<file path="src/rtl/adc_start_pkg.sv">
`timescale 1ns/1ps
package adc_start_pkg;
    typedef enum logic [1:0] {
        ST_OFF,
        ST_READY,
        ST_WINDOW,
        ST_CONVERT
    } seq_state_t;

    localparam int BIT_EN   = 7;
    localparam int BIT_TM   = 6;
    localparam int BIT_FLAG = 5;
    localparam int BIT_BUSY = 4;
    localparam int MODE_LSB = 1;

    localparam logic [2:0] MODE_SW  = 3'b000;
    localparam logic [2:0] MODE_T3  = 3'b001;
    localparam logic [2:0] MODE_PIN = 3'b010;
    localparam logic [2:0] MODE_T2  = 3'b011;
endpackage

</file>
<file path="src/rtl/adc_sar_tick.sv">
`timescale 1ns/1ps
module adc_sar_tick #(
    parameter int SAR_DIV = 2
) (
    input  logic clk,
    input  logic rst_n,
    input  logic run,
    output logic tick
);
    localparam int CW = (SAR_DIV > 1) ? $clog2(SAR_DIV) : 1;

    generate
        if (SAR_DIV == 1) begin : g_nodiv
            assign tick = run;
        end else begin : g_div
            logic [CW-1:0] cnt;
            always_ff @(posedge clk or negedge rst_n) begin
                if (!rst_n) begin
                    cnt <= '0;
                end else if (!run || cnt == CW'(SAR_DIV - 1)) begin
                    cnt <= '0;
                end else begin
                    cnt <= cnt + 1'b1;
                end
            end
            assign tick = run && (cnt == CW'(SAR_DIV - 1));
        end
    endgenerate
endmodule

</file>
<file path="src/rtl/adc_pin_sync.sv">
`timescale 1ns/1ps
module adc_pin_sync (
    input  logic clk,
    input  logic rst_n,
    input  logic pin,
    output logic level,
    output logic rise
);
    logic meta, stage, prev;

    always_ff @(posedge clk or negedge rst_n) begin
        if (!rst_n) begin
            meta  <= 1'b0;
            stage <= 1'b0;
            prev  <= 1'b0;
        end else begin
            meta  <= pin;
            stage <= meta;
            prev  <= stage;
        end
    end

    assign level = stage;
    assign rise  = stage && !prev;
endmodule

</file>
<file path="src/rtl/adc_seq_fsm.sv">
`timescale 1ns/1ps
module adc_seq_fsm
    import adc_start_pkg::*;
#(
    parameter int TRACK_CLKS = 3,
    parameter int CONV_CLKS  = 14
) (
    input  logic       clk,
    input  logic       rst_n,
    input  logic       en,
    input  logic       trig,
    input  logic       timed,
    input  logic       tick,
    output seq_state_t state,
    output logic       done
);
    localparam int MAXC = (TRACK_CLKS > CONV_CLKS) ? TRACK_CLKS : CONV_CLKS;
    localparam int CW   = $clog2(MAXC + 1);

    seq_state_t      nxt;
    logic [CW-1:0]   cnt;
    logic            win_end, conv_end;

    assign win_end  = tick && (cnt == CW'(TRACK_CLKS - 1));
    assign conv_end = tick && (cnt == CW'(CONV_CLKS - 1));

    always_ff @(posedge clk or negedge rst_n) begin
        if (!rst_n) begin
            state <= ST_OFF;
        end else begin
            state <= nxt;
        end
    end

    always_comb begin
        nxt = state;
        if (!en) begin
            nxt = ST_OFF;
        end else begin
            unique case (state)
                ST_OFF:     nxt = ST_READY;
                ST_READY:   if (trig) nxt = timed ? ST_WINDOW : ST_CONVERT;
                ST_WINDOW:  if (win_end) nxt = ST_CONVERT;
                ST_CONVERT: if (conv_end) nxt = ST_READY;
            endcase
        end
    end

    always_ff @(posedge clk or negedge rst_n) begin
        if (!rst_n) begin
            cnt <= '0;
        end else if (nxt != state) begin
            cnt <= '0;
        end else if (tick) begin
            cnt <= cnt + 1'b1;
        end
    end

    assign done = en && (state == ST_CONVERT) && conv_end;
endmodule

</file>
<file path="src/rtl/adc_start_ctrl.sv">
`timescale 1ns/1ps
module adc_start_ctrl
    import adc_start_pkg::*;
#(
    parameter int SAR_DIV    = 2,
    parameter int TRACK_CLKS = 3,
    parameter int CONV_CLKS  = 14
) (
    input  logic       clk,
    input  logic       rst_n,
    input  logic       reg_wr,
    input  logic [7:0] reg_wdata,
    output logic [7:0] reg_rdata,
    input  logic       tmr3_ovf,
    input  logic       tmr2_ovf,
    input  logic       ext_cnv_in,
    input  logic       peer_sw_start,
    output logic       track_o,
    output logic       convert_o,
    output logic       irq_o
);
    logic       en_q, tm_q, flag_q;
    logic [2:0] mode_q;
    logic       en_next, sw_go, trig, timed, tick, done, run;
    logic       pin_level, pin_rise;
    logic       unused_bit0;
    seq_state_t state;

    assign unused_bit0 = reg_wdata[0];

    // control register
    always_ff @(posedge clk or negedge rst_n) begin
        if (!rst_n) begin
            en_q   <= 1'b0;
            tm_q   <= 1'b0;
            mode_q <= MODE_SW;
        end else if (reg_wr) begin
            en_q   <= reg_wdata[BIT_EN];
            tm_q   <= reg_wdata[BIT_TM];
            mode_q <= reg_wdata[MODE_LSB +: 3];
        end
    end

    always_ff @(posedge clk or negedge rst_n) begin
        if (!rst_n) begin
            flag_q <= 1'b0;
        end else if (done) begin
            flag_q <= 1'b1;
        end else if (reg_wr && !reg_wdata[BIT_FLAG]) begin
            flag_q <= 1'b0;
        end
    end

    assign en_next = reg_wr ? reg_wdata[BIT_EN] : en_q;
    assign sw_go   = reg_wr && reg_wdata[BIT_BUSY] && (reg_wdata[MODE_LSB +: 3] == MODE_SW);
    assign timed   = tm_q && (mode_q != MODE_PIN);

    // start-source selection
    always_comb begin
        unique casez (mode_q)
            MODE_SW:  trig = sw_go;
            MODE_T3:  trig = tmr3_ovf;
            MODE_PIN: trig = pin_rise;
            MODE_T2:  trig = tmr2_ovf;
            default:  trig = peer_sw_start;
        endcase
    end

    adc_pin_sync u_sync (
        .clk   (clk),
        .rst_n (rst_n),
        .pin   (ext_cnv_in),
        .level (pin_level),
        .rise  (pin_rise)
    );

    assign run = (state == ST_WINDOW) || (state == ST_CONVERT);

    adc_sar_tick #(.SAR_DIV(SAR_DIV)) u_tick (
        .clk   (clk),
        .rst_n (rst_n),
        .run   (run),
        .tick  (tick)
    );

    adc_seq_fsm #(.TRACK_CLKS(TRACK_CLKS), .CONV_CLKS(CONV_CLKS)) u_fsm (
        .clk   (clk),
        .rst_n (rst_n),
        .en    (en_next),
        .trig  (trig),
        .timed (timed),
        .tick  (tick),
        .state (state),
        .done  (done)
    );

    // outputs per state
    always_comb begin
        track_o   = 1'b0;
        convert_o = 1'b0;
        unique case (state)
            ST_OFF:     ;
            ST_READY:   track_o = en_q && (!tm_q || (mode_q == MODE_PIN && !pin_level));
            ST_WINDOW:  track_o = en_q;
            ST_CONVERT: convert_o = en_q;
        endcase
    end

    assign irq_o     = flag_q;
    assign reg_rdata = {en_q, tm_q, flag_q, convert_o, mode_q, 1'b0};
endmodule

</file>
<file path="config.mk">
export PLATFORM = sky130hd
export DESIGN_NAME = adc_start_ctrl
export DESIGN_NICKNAME = d
export VERILOG_FILES = /design/src/rtl/adc_start_pkg.sv /design/src/rtl/adc_sar_tick.sv /design/src/rtl/adc_pin_sync.sv /design/src/rtl/adc_seq_fsm.sv /design/src/rtl/adc_start_ctrl.sv
export SDC_FILE = /design/constraint.sdc
export NUM_CORES = 1
export LEC_CHECK = 0
export BUFFER_PORTS_ARGS = -buffer_cell sky130_fd_sc_hd__buf_2
export CORE_MARGIN = 1.5
export CORE_UTILIZATION = 45
export DETAILED_ROUTE_END_ITERATION = 16
export PLACE_DENSITY_LB_ADDON = 0.15
export SLEW_MARGIN = 25
export SYNTH_ARGS = -nofsm -noshare
export SYNTH_HDL_FRONTEND = slang
export SYNTH_SLANG_ARGS = --single-unit
</file>
<file path="constraint.sdc">
create_clock -name clk -period 5.7 [get_ports clk]
set_clock_uncertainty 0.1 [all_clocks]
set_input_delay 0.285 -clock clk [delete_from_list [all_inputs] [get_ports clk]]
set_output_delay 0.285 -clock clk [all_outputs]
set_load 0.02 [all_outputs]
</file>
# == Yosys cells after proc, flatten, opt, wreduce, memory -nomap -nowiden ==
# Index checks and enable logic that the tools add are counted.
# word_totals
regBits,16
in_bits,15
output_inout_bits,11
word_cells,62
# op_classes
add_sub_neg,2
eq_ne,10
muxes,15
reduce_logical,25
# ops
cell,n
logical AND 1 bit,12
2-to-1 mux 2 bit,4
2-to-1 mux 4 bit,2
case mux 2 bit (4 select lines),1
== test 3 x 2 -> 1 bit (second input constant),2
zero test 3 bit,2
2-to-1 mux 1 bit,6
zero test 1 bit,5
adder 4 x 1 -> 4 bit (second input constant),1
== test 2 bit (second input constant),2
== test 4 x 2 -> 1 bit (second input constant),1
== test 4 bit (second input constant),1
case mux 1 bit (4 select lines),1
nonzero test 2 bit,2
== test 3 x 1 -> 1 bit (second input constant),1
logical OR 1 bit,3
!= test 3 x 2 -> 1 bit (second input constant),1
== test 2 x 1 -> 1 bit (second input constant),1
zero test 2 bit,1
!= test 2 bit,1
case mux 1 bit (2 select lines),1
adder 1 bit (second input constant),1

# == Logic depth before layout (Yosys ltp) ==
# logic_depth
depth_word,9
ltp_mapped,8

# == Cells and area by module ==
# A second synthesis with hierarchy kept.
# unflattened
hier_cells,85
hier_area_um2,967.2
# by_module_without_submodules
module,instances,cells_each,area_each_um2,seq_area_each_um2
adc_start_ctrl,1,41,442.9,150.1
adc_seq_fsm,1,37,394.1,150.1
adc_pin_sync,1,4,88.8,75.1
adc_sar_tick,1,3,41.3,25.0

# == Worst setup path after synthesis ==
# OpenSTA, ideal clock, no wires.
# synth_path
kind,register to register
start,register u_fsm.state[0]
end,register u_fsm.cnt[1]
setup_ps,87
arrival_time_ps,1904
required_time_ps,5513
slack_ps,3609
path_stages_with_launch,8
cell_sequence,dfrtp_1 inv_1 ha_1 nor2_1 a21boi_0 o31ai_1 or4_4 a211oi_2
# synth_via
elab_chain_cells,9
word_cells_on_any_way,16
# synth_rtl
element,line,text
start: declaration,adc_seq_fsm.sv:14,"output seq_state_t state,"
start signal: assignment,adc_seq_fsm.sv:31,state <= nxt;
== test 2 bit,"adc_seq_fsm.sv:40, adc_start_ctrl.sv:77",
logical OR 1 bit,adc_start_ctrl.sv:77,assign run = (state == ST_WINDOW) || (state == ST_CONVERT);
logical AND 1 bit,adc_sar_tick.sv:26,assign tick = run && (cnt == CW'(SAR_DIV - 1));
"logical AND 1 bit, on equally long branches","adc_seq_fsm.sv:25, adc_seq_fsm.sv:24",
"2-to-1 mux 2 bit, on equally long branches","adc_seq_fsm.sv:44, adc_seq_fsm.sv:43",
case mux 2 bit (4 select lines),adc_seq_fsm.sv:40,unique case (state)
2-to-1 mux 2 bit,adc_seq_fsm.sv:37,if (!en) begin
!= test 2 bit,adc_seq_fsm.sv:52,end else if (nxt != state) begin
2-to-1 mux 4 bit / nonzero test 2 bit (equally long branches),n/a,
end signal: assignment,adc_seq_fsm.sv:55,cnt <= cnt + 1'b1;
end: declaration,adc_seq_fsm.sv:21,logic [CW-1:0] cnt;
# Parallel ways exist; a longest one is shown, timed or not.
# A chain may end at the register's enable or synchronous reset.

# == Worst setup path in the final report ==
# Same ends and word-level chain as after synthesis.

==> run metrics <==
status complete, no violations; placed cells 144; Async S/R FF share, synth 1.00; Routed WL 1950 um; largest cells by area after synthesis dfrtp_1 39%, ha_1 9.7%, buf_4 3.6%; final core utilization 0.537; clock buffer depth 2; total global routing overflow 0; post-route setup TNS 0 ps; Final nets 146; endpoint class of the critical path flop; Sw Ratio 0.309; max_cap viols 0; P_int 0.189 mW; drt via density 5.58; Placement Setup Slack 3360 ps; Syn-to-layout area delta 14.2%; Syn. warnings 0; share of cells above drive strength 1 0.287; Port Buffers 23; P per Cell Area 233 nW/um^2; total track usage 0.178; worst hold path type input pin to flop; register share of total power 0.482; largest net degree at the start of global routing 17; Antenna Nets Post-Route 0; fin crit share 0.418; Setup Viol. Count Final 0; Cell Rows 17; Finished Cell Area 1180 um^2; antenna cells 0; unrepaired setup endpoints after global routing false; Post-synth EDFFs 0; CTS tree built; Horiz. Die Dim 50.8 um; DP HPWL 1470 um; commonest non-fill, non-tap cell in the layout buf_2; num ports 26; Reg clk slew, reported paths 100 ps; syn avg cell area 10.3 um^2; Leak 0.546 nW; total chip power 0.274 mW; initial antenna violation count 0; clock sinks 16; Final Non-Filler Cells 150; Syn Inst Count 100; final hold violation count 0; syn nets 123; initial drt markers 24; first-pass GRT wire length 3420 um; Critical Path AT 2490 ps; Hold Worst Slack 130 ps; IR drop worst, VDD 0.192 mV; Clock Tree Root clkbuf_4; DIE AREA 2580 um^2; Vias 837; crit path time final 2390 ps; final worst slack 3310 ps; vias in the first global route 779; Synth top area share 0.389; cell taking the most area after synthesis dfrtp_1; kind of critical path flop to flop; Clk pwr share 0.271; achievable frequency 419 MHz; H-tree depth 1; register area share after synthesis 0.389; Starting Density 0.470; DRC 0; Final Wtd Congestion 0.882; count of cell types in the netlist 40; switching power 0.0845 mW; Cell Area, Placed 1120 um^2; most frequent cells in the layout 23 x buf_2, 16 x dfrtp_1, 10 x nor2_1, 8 x ha_1, 6 x nand2_1; CP startpoint kind flop; final slew viol count 0; TritonCTS buffer count 3; Synth Register Bits 16; clock latency on the worst-skew pair 290 ps; Gate power share 0.247; CORE AREA 2190 um^2; synthesized cell area 1030 um^2; top_reg_cell synth dfrtp_1; DR pass1 iterations 4; Worst EP required 5800 ps; Die Y 50.8 um; average wire per standard cell 13.0 um; CP max FO 11
==> state kept, by name, indices dropped and copies added, names as in the netlist <==
register / flops
u_fsm.cnt: 4
mode_q: 3
u_fsm.state: 2
en_q: 1
irq_o: 1
tm_q: 1
u_sync.level: 1
u_sync.meta: 1
u_sync.prev: 1
u_tick.g_div.cnt: 1
==> critical path: stages, from the launching register on <==
cell	delay (ps)
dfrtp_1	560
inv_1	120
ha_1	300
nor2_1	140
a21boi_0	200
o31ai_1	90
or4_4	590
a211oi_2	200
==> worst paths after layout <==
kind	start	endpoint	slack (ps)	depth (start not counted)
setup / recovery	u_fsm.state[0]	u_fsm.cnt[1]	3310	7
min in group asynchronous	rst_n	u_fsm.state[1]	330	2
hold / removal	reg_wdata[6]	tm_q	130	2
hold reg to reg	u_sync.meta	u_sync.level	260	0
setup reg to reg	u_fsm.state[0]	u_fsm.cnt[1]	3310	7
max in group asynchronous	rst_n	mode_q[2]	4900	2
==> repair_timing <==
| action | 4_1_cts | 5_1_grt |
|---|---|---|
| hold buffers | 2 | 0 |
| resized for setup | 0 | 0 |
| setup buffers | 0 | 0 |
| endpoints found under the hold margin | 17 | 0 |
==> kinds of logic (layout without fill, tap and decap cells) <==
| logic type | after synthesis | in the layout | share of synthesized area |
|---|---|---|---|
| AO/OA/AOI/OAI | 21 | 21 | 0.147 |
| AND/OR/NAND/NOR | 33 | 33 | 0.193 |
| multiplexers | 5 | 5 | 0.0644 |
| other | 1 | 1 | 0.00364 |
| buffers and inverters | 13 | 35 | 0.0802 |
| XOR/XNOR | 3 | 3 | 0.0255 |
| flip-flops | 16 | 16 | 0.389 |
| adder cells (fa/ha/maj) | 8 | 8 | 0.0972 |
==> Yosys cell counts, drive strengths merged (2+ instances only) <==
library cell  count
o211ai            2
nor4              4
mux2i             2
mux2              3
o21ai             6
ha                8
nor4b             2
buf               7
dfrtp            16
o311ai            2
nor2             10
inv               6
xor2              2
nand4             2
nand2             6
a22o              2
==> layer usage <==
layer | vias up | GRT usage | part of all wire
li1 | 406 | - | -
met1 | 395 | 0.211 | 0.45
met2 | 29 | 0.294 | 0.47
met3 | 7 | 0.0585 | 0.053
met4 | 0 | 0.0766 | 0.023
met5 | - | 0 | 0
==> final cells by class <==
| cell class | count | area, um^2 |
|---|---|---|
| fillers | 205 | 1010 |
| multi-input cells | 71 | 547 |
| clock buffers | 4 | 36.3 |
| inverters | 6 | 22.5 |
| well taps | 28 | 35.0 |
| repair buffers | 25 | 135 |
| flip-flops and latches | 16 | 400 |
==> power by group through the flow <==
| stage | logic, mW | clock network [mW] | registers [mW] |
|---|---|---|---|
| after global routing | 0.0751 | 0.0823 | 0.134 |
| after floorplan | 0.0477 | 0 | 0.134 |
| after detailed placement | 0.0668 | 0 | 0.134 |
| after CTS | 0.0679 | 0.0772 | 0.132 |
| final | 0.0675 | 0.0742 | 0.132 |
| after global placement | 0.0652 | 0 | 0.134 |
Note: power is estimated with default switching activity, not from simulation.
